===== src/rtl/adc_ctrl_pkg.sv =====
package adc_ctrl_pkg;
  localparam int unsigned REG_W     = 8;
  localparam int unsigned ADDR_W    = 2;
  localparam int unsigned NUM_CH    = 8;
  localparam int unsigned RES_W     = 10;
  localparam int unsigned CONV_BITS = 12;
  localparam int unsigned CKS_W     = 2;
  localparam int unsigned MAX_DIV   = 32;
  localparam int unsigned PCFG_W    = 4;

  typedef enum logic [ADDR_W-1:0] {
    REG_CTRL   = 2'd0,
    REG_CFG    = 2'd1,
    REG_RES_HI = 2'd2,
    REG_RES_LO = 2'd3
  } reg_addr_e;

  // control register bit positions
  localparam int unsigned CTRL_EN_BIT  = 0;
  localparam int unsigned CTRL_GO_BIT  = 2;
  localparam int unsigned CTRL_CH_LSB  = 3;
  localparam int unsigned CTRL_CKS_LSB = 6;
  localparam int unsigned CFG_FMT_BIT  = 7;

  // input clocks per bit time
  function automatic int unsigned div_of(input logic [CKS_W-1:0] sel);
    case (sel)
      2'd0:    return 2;
      2'd1:    return 8;
      default: return 32;
    endcase
  endfunction
endpackage


===== src/rtl/adc_bit_tick.sv =====
module adc_bit_tick
  import adc_ctrl_pkg::*;
#(
  parameter int unsigned SEL_W = CKS_W,
  parameter int unsigned DIV_MAX = MAX_DIV
) (
  input  logic             clk_i,
  input  logic             rst_ni,
  input  logic             run_i,
  input  logic [SEL_W-1:0] cks_i,
  output logic             tick_o
);
  localparam int unsigned CNT_W = $clog2(DIV_MAX);

  logic [CNT_W-1:0] cnt_q;
  logic [CNT_W-1:0] lim;

  always_comb lim = CNT_W'(div_of(cks_i) - 1);

  assign tick_o = run_i && (cnt_q == lim);

  always_ff @(posedge clk_i or negedge rst_ni) begin
    if (!rst_ni)                cnt_q <= '0;
    else if (!run_i || tick_o)  cnt_q <= '0;
    else                        cnt_q <= cnt_q + 1'b1;
  end
endmodule


===== src/rtl/adc_conv_unit.sv =====
module adc_conv_unit
  import adc_ctrl_pkg::*;
#(
  parameter int unsigned N_CH    = NUM_CH,
  parameter int unsigned DW      = RES_W,
  parameter int unsigned N_BITS  = CONV_BITS,
  parameter int unsigned SEL_W   = CKS_W,
  parameter int unsigned DIV_MAX = MAX_DIV
) (
  input  logic                    clk_i,
  input  logic                    rst_ni,
  input  logic                    start_i,
  input  logic                    abort_i,
  input  logic [$clog2(N_CH)-1:0] chan_i,
  input  logic [SEL_W-1:0]        cks_i,
  input  logic [N_CH*DW-1:0]      data_i,
  output logic                    busy_o,
  output logic                    done_o,
  output logic [DW-1:0]           result_o
);
  localparam int unsigned BCNT_W = $clog2(N_BITS);
  localparam logic [BCNT_W-1:0] LAST_BIT = BCNT_W'(N_BITS - 1);

  logic [DW-1:0]     ch_val [N_CH];
  logic [SEL_W-1:0]  cks_q;
  logic [BCNT_W-1:0] bit_q;
  logic [DW-1:0]     sample_q;
  logic [DW-1:0]     result_q;
  logic              busy_q;
  logic              tick;

  for (genvar c = 0; c < N_CH; c++) begin : g_unpack
    assign ch_val[c] = data_i[c*DW +: DW];
  end

  adc_bit_tick #(
    .SEL_W  (SEL_W),
    .DIV_MAX(DIV_MAX)
  ) i_bit_tick (
    .clk_i (clk_i),
    .rst_ni(rst_ni),
    .run_i (busy_q),
    .cks_i (cks_q),
    .tick_o(tick)
  );

  assign done_o = busy_q && tick && (bit_q == LAST_BIT) && !abort_i;

  always_ff @(posedge clk_i or negedge rst_ni) begin
    if (!rst_ni) begin
      busy_q   <= 1'b0;
      cks_q    <= '0;
      bit_q    <= '0;
      sample_q <= '0;
      result_q <= '0;
    end else if (abort_i) begin
      busy_q <= 1'b0;
    end else if (start_i) begin
      busy_q   <= 1'b1;
      cks_q    <= cks_i;
      bit_q    <= '0;
      sample_q <= ch_val[chan_i];
    end else if (busy_q && tick) begin
      if (bit_q == LAST_BIT) begin
        busy_q   <= 1'b0;
        result_q <= sample_q;
      end else begin
        bit_q <= bit_q + 1'b1;
      end
    end
  end

  assign busy_o   = busy_q;
  assign result_o = result_q;
endmodule


===== src/rtl/adc_res_pack.sv =====
module adc_res_pack
  import adc_ctrl_pkg::*;
#(
  parameter int unsigned DW = RES_W,
  parameter int unsigned BW = REG_W
) (
  input  logic [DW-1:0] res_i,
  input  logic          right_i,
  output logic [BW-1:0] hi_o,
  output logic [BW-1:0] lo_o
);
  localparam int unsigned PAD = 2*BW - DW;

  logic [2*BW-1:0] word_r;
  logic [2*BW-1:0] word_l;
  logic [2*BW-1:0] word;

  assign word_r = {{PAD{1'b0}}, res_i};
  assign word_l = {res_i, {PAD{1'b0}}};
  assign word   = right_i ? word_r : word_l;
  assign hi_o   = word[2*BW-1:BW];
  assign lo_o   = word[BW-1:0];
endmodule


===== src/rtl/adc_ctrl_if.sv =====
module adc_ctrl_if
  import adc_ctrl_pkg::*;
#(
  parameter int unsigned N_CH    = NUM_CH,
  parameter int unsigned DW      = RES_W,
  parameter int unsigned N_BITS  = CONV_BITS,
  parameter int unsigned DIV_MAX = MAX_DIV
) (
  input  logic               clk_i,
  input  logic               rst_ni,
  input  logic               wr_en_i,
  input  logic [ADDR_W-1:0]  addr_i,
  input  logic [REG_W-1:0]   wdata_i,
  output logic [REG_W-1:0]   rdata_o,
  input  logic               flag_clr_i,
  output logic               done_flag_o,
  input  logic [N_CH*DW-1:0] chan_data_i
);
  localparam int unsigned CH_W = $clog2(N_CH);

  logic [CKS_W-1:0]  cks_q;
  logic [CH_W-1:0]   chan_q;
  logic              en_q;
  logic              fmt_q;
  logic [PCFG_W-1:0] pcfg_q;
  logic              flag_q;
  logic              busy;
  logic              done;
  logic [DW-1:0]     res;
  logic [REG_W-1:0]  res_hi;
  logic [REG_W-1:0]  res_lo;
  logic              wr_ctrl;
  logic              wr_cfg;
  logic              start;
  logic              abort;

  assign wr_ctrl = wr_en_i && (addr_i == REG_CTRL);
  assign wr_cfg  = wr_en_i && (addr_i == REG_CFG);
  assign start   = wr_ctrl && wdata_i[CTRL_GO_BIT] && wdata_i[CTRL_EN_BIT] && !busy;
  assign abort   = wr_ctrl && !wdata_i[CTRL_EN_BIT] && busy;

  always_ff @(posedge clk_i or negedge rst_ni) begin
    if (!rst_ni) begin
      cks_q  <= '0;
      chan_q <= '0;
      en_q   <= 1'b0;
    end else if (wr_ctrl) begin
      cks_q  <= wdata_i[CTRL_CKS_LSB +: CKS_W];
      chan_q <= wdata_i[CTRL_CH_LSB +: CH_W];
      en_q   <= wdata_i[CTRL_EN_BIT];
    end
  end

  always_ff @(posedge clk_i or negedge rst_ni) begin
    if (!rst_ni) begin
      fmt_q  <= 1'b0;
      pcfg_q <= '0;
    end else if (wr_cfg) begin
      fmt_q  <= wdata_i[CFG_FMT_BIT];
      pcfg_q <= wdata_i[PCFG_W-1:0];
    end
  end

  // set wins over clear
  always_ff @(posedge clk_i or negedge rst_ni) begin
    if (!rst_ni)         flag_q <= 1'b0;
    else if (done)       flag_q <= 1'b1;
    else if (flag_clr_i) flag_q <= 1'b0;
  end

  adc_conv_unit #(
    .N_CH   (N_CH),
    .DW     (DW),
    .N_BITS (N_BITS),
    .SEL_W  (CKS_W),
    .DIV_MAX(DIV_MAX)
  ) i_conv (
    .clk_i   (clk_i),
    .rst_ni  (rst_ni),
    .start_i (start),
    .abort_i (abort),
    .chan_i  (wdata_i[CTRL_CH_LSB +: CH_W]),
    .cks_i   (wdata_i[CTRL_CKS_LSB +: CKS_W]),
    .data_i  (chan_data_i),
    .busy_o  (busy),
    .done_o  (done),
    .result_o(res)
  );

  adc_res_pack #(
    .DW(DW),
    .BW(REG_W)
  ) i_pack (
    .res_i  (res),
    .right_i(fmt_q),
    .hi_o   (res_hi),
    .lo_o   (res_lo)
  );

  always_comb begin
    rdata_o = '0;
    case (addr_i)
      REG_CTRL: begin
        rdata_o[CTRL_CKS_LSB +: CKS_W] = cks_q;
        rdata_o[CTRL_CH_LSB +: CH_W]   = chan_q;
        rdata_o[CTRL_GO_BIT]           = busy;
        rdata_o[CTRL_EN_BIT]           = en_q;
      end
      REG_CFG: begin
        rdata_o[CFG_FMT_BIT]  = fmt_q;
        rdata_o[PCFG_W-1:0]   = pcfg_q;
      end
      REG_RES_HI: rdata_o = res_hi;
      default:    rdata_o = res_lo;
    endcase
  end

  assign done_flag_o = flag_q;
endmodule


===== config.mk =====
export PLATFORM = sky130hd
export DESIGN_NAME = adc_ctrl_if
export DESIGN_NICKNAME = d
export VERILOG_FILES = /design/src/rtl/adc_ctrl_pkg.sv /design/src/rtl/adc_bit_tick.sv /design/src/rtl/adc_conv_unit.sv /design/src/rtl/adc_res_pack.sv /design/src/rtl/adc_ctrl_if.sv
export SDC_FILE = /design/constraint.sdc
export NUM_CORES = 1
export LEC_CHECK = 0
export BUFFER_PORTS_ARGS = -buffer_cell sky130_fd_sc_hd__clkbuf_2
export CELL_PAD_IN_SITES_DETAIL_PLACEMENT = 1
export CELL_PAD_IN_SITES_GLOBAL_PLACEMENT = 2
export CORE_ASPECT_RATIO = 1.2
export CORE_MARGIN = 2
export CORE_UTILIZATION = 31
export CTS_CLUSTER_DIAMETER = 80
export CTS_CLUSTER_SIZE = 40
export DETAILED_ROUTE_END_ITERATION = 10
export PLACE_DENSITY_LB_ADDON = 0.1
export SYNTH_ARGS = -nofsm -noshare
export SYNTH_HDL_FRONTEND = slang
export SYNTH_SLANG_ARGS = --single-unit

===== constraint.sdc =====
create_clock -name clk_i -period 2.83 [get_ports clk_i]
set_input_delay 0.4245 -clock clk_i [delete_from_list [all_inputs] [get_ports clk_i]]
set_output_delay 0.4245 -clock clk_i [all_outputs]
set_load 0.03 [all_outputs]

==> impl_results.md <==
- Share of layout cells above drive strength 1: 50.2%
- Synth Flop Type: dfrtp_1
- Post-CTS Hold Fix Bufs: 0
- Area of the die: 9710 µm²
- Drt first pass iters: 4
- Met1 Wirelength: 2990 µm
- Routed via count: 2,174
- Net count after synthesis: 326
- FMAX: 0.408 GHz
- Std-Cell Rows: 37
- Remaining antenna violation count: 0
- Final wirelength: 6750 µm
- Antenna cells: 0
- Clock sinks: 44
- Remaining global-route overflow: 0
- Slowest CP cell: dfrtp_1
- Clock skew: 6.10 ps
- Crit path max-delay family: simple AND/OR/NAND/NOR gates
- Ys Warns: 0
- Reg clk slew, reported paths: 80 ps
- Ports: 103
- Cells along the critical path: or2_2, ha_1, xor2_2, o211ai_2, nor4b_4, buf_4, mux2_2
- Avg Cell Area, Syn: 12.1 µm²
- Die H: 108 µm
- GRT Total Usage: 14.5%
- Pwr dens: 498 nW/µm²
- Pleak: 1.67 nW
- Setup WS post-layout: 377 ps
- Part of the cycle the worst path needs: 86.7%
- Crit start category: flop
- CP Class: flop to flop
- Pins over their slew limit: 0
- # fillers: 998
- Top Metal Used: met4
- Peak VDD IR: 0.200 mV
- HPWL Detailed: 5530 µm
- CTS buffer count: 5
- First-pass GRT wire length: 11,400 µm
- RePlAce Congestion: 0.734
- Cells after Synth: 229
- Slowest stage delay, CP: 440 ps
- Vias in the first global route: 2,424
- H-tree Lvls: 2
- #FFs+latches synth: 44
- Status: completed
- RSZ-0062 raised after global routing: no
- Max-slew headroom at the worst pin: 42.3%
- First-iteration detailed-routing DRC count: 51
- Async SR Flop Fraction: 100%
- Mapped cell area: 2770 µm²
- Post-route setup TNS: 0 ps
- Final #Nets: 425
- CTS root buf: clkbuf_8
- Antenna violations before repair: 0
- Worst-margin pin slew: 865 ps
- Routed len/inst: 15.1 µm
- Core box area: 8610 µm²
- HP Class: input port to asynchronous set/reset pin
- Max-Cap Viols: 0
- Chip width: 90.3 µm
- Critical Path End Type: flop
- Worst Hold Slack: 205 ps
- PostCTS Resize Cnt: 0
- Via-to-Cell Ratio: 4.87
- Post-synth EDFFs: 0
- PortBufs: 102
- Met2 wire length: 3130 µm
- Final Hold Vio Count: 0
- Largest net degree at the start of global routing: 45
- Area growth syn-to-layout: 25.8%
- Minimum clock period after layout: 2450 ps
- CTS tree: yes
- Finish-stage setup viols: 0
- Final core occ: 40.5%
- DRC viols: 0
- Req. time, crit path: 3010 ps
- Yosys cell types: 42
- Crit path DAT: 2640 ps
- Setup Buffers After CTS: 0
- Multi-input gate area: 1570 µm²
- Clock tree buffer depth: 2
- Met3 wire length: 560 µm
- Initial cell density of the core: 32.2%
- Crit Path Max Fanout: 11
- Skew-Pair Late Insertion Delay: 290 ps
- Most common cell after layout, fill and taps aside: clkbuf_2
- Most frequent cells in the layout: 102 x clkbuf_2, 44 x dfrtp_1, 28 x nand2_1
- Sequential share of the synthesized area: 39.8%
- Worst Path Buf+Inv: 1
- Place WS: 347 ps
- Reg area: 1100 µm²
-- cell families (layout without fill, tap and decap cells) --
group	count (synthesis)	in the layout	share of synthesized area [%]
buf+inv	18	118	3.43
fa+ha+maj	3	3	1.36
simple gates	65	65	12.8
flops	44	44	39.8
xor+xnor	5	5	1.85
compound gates	37	37	8.95
mux	57	57	31.9
-- cells in the mapped netlist (5+ instances only) --
cell      number  area share, %
mux2i_1       15            5.4
a22o_1         6            1.9
nor2_1         8            1.1
mux4_2        20             16
nand2_1       28            3.8
dfrtp_1       44             40
mux2_2        13            5.3
o21ai_0        6            1.1
o21ai_1       10            1.8
nand3_1        5           0.90
mux2_4         9            4.9
clkbuf_1       7           0.95
-- per-stage QoR --
step	cell area, µm²	power [mW]	instances
3_3_place_gp	3380	1.27	438
4_1_cts	3480	1.77	446
3_5_place_dp	3380	1.29	438
5_1_grt	3480	1.86	446
6_report	3480	1.73	446
2_1_floorplan	2770	1.13	229
-- area by class of cell --
class | instances | share of cell area (%)
inverter | 4 | 0.431
tap | 117 | 4.20
clock inverter | 2 | 1.01
timing repair buffer | 106 | 15.5
multi-input combinational | 167 | 45.2
sequential | 44 | 31.6
clock buffer | 6 | 2.08
-- power breakdown --
| group | internal [mW] | switching (mW) |
|---|---|---|
| logic | 0.233 | 0.207 |
| registers | 0.734 | 0.0893 |
| clock network | 0.262 | 0.208 |
-- registers in the layout, summed over array words and instances, names as in the netlist --
register	cells
cks_q	2
chan_q	3
en_q	1
i_conv.i_bit_tick.cnt_q	5
i_conv.bit_q	4
i_conv.busy_o	1
i_conv.sample_q	10
pcfg_q	4
done_flag_o	1
i_conv.result_o	10
i_conv.cks_q	2
fmt_q	1
-- routing by layer --
layer  up-vias  global-route usage (%)
li1       1050                       -
met1      1022                    17.9
met2        96                    24.5
met3         6                    4.83
met4         0                    3.96
met5         -                       0
-- final timing paths --
check / from / endpoint / slack (ps) / cells past startpoint
worst max-delay path: i_conv.cks_q[0] / i_conv.result_o[8] / 380 / 7
worst min-delay path: rst_ni / i_conv.i_bit_tick.cnt_q[3] / 210 / 2
worst max register to register: i_conv.cks_q[0] / i_conv.result_o[8] / 380 / 7
worst min register to register: en_q / en_q / 490 / 2
max in group asynchronous: rst_ni / pcfg_q[3] / 2240 / 2
min in group clk_i: wdata_i[6] / i_conv.cks_q[0] / 340 / 3
No activity file was read; power rests on OpenSTA's default activity.
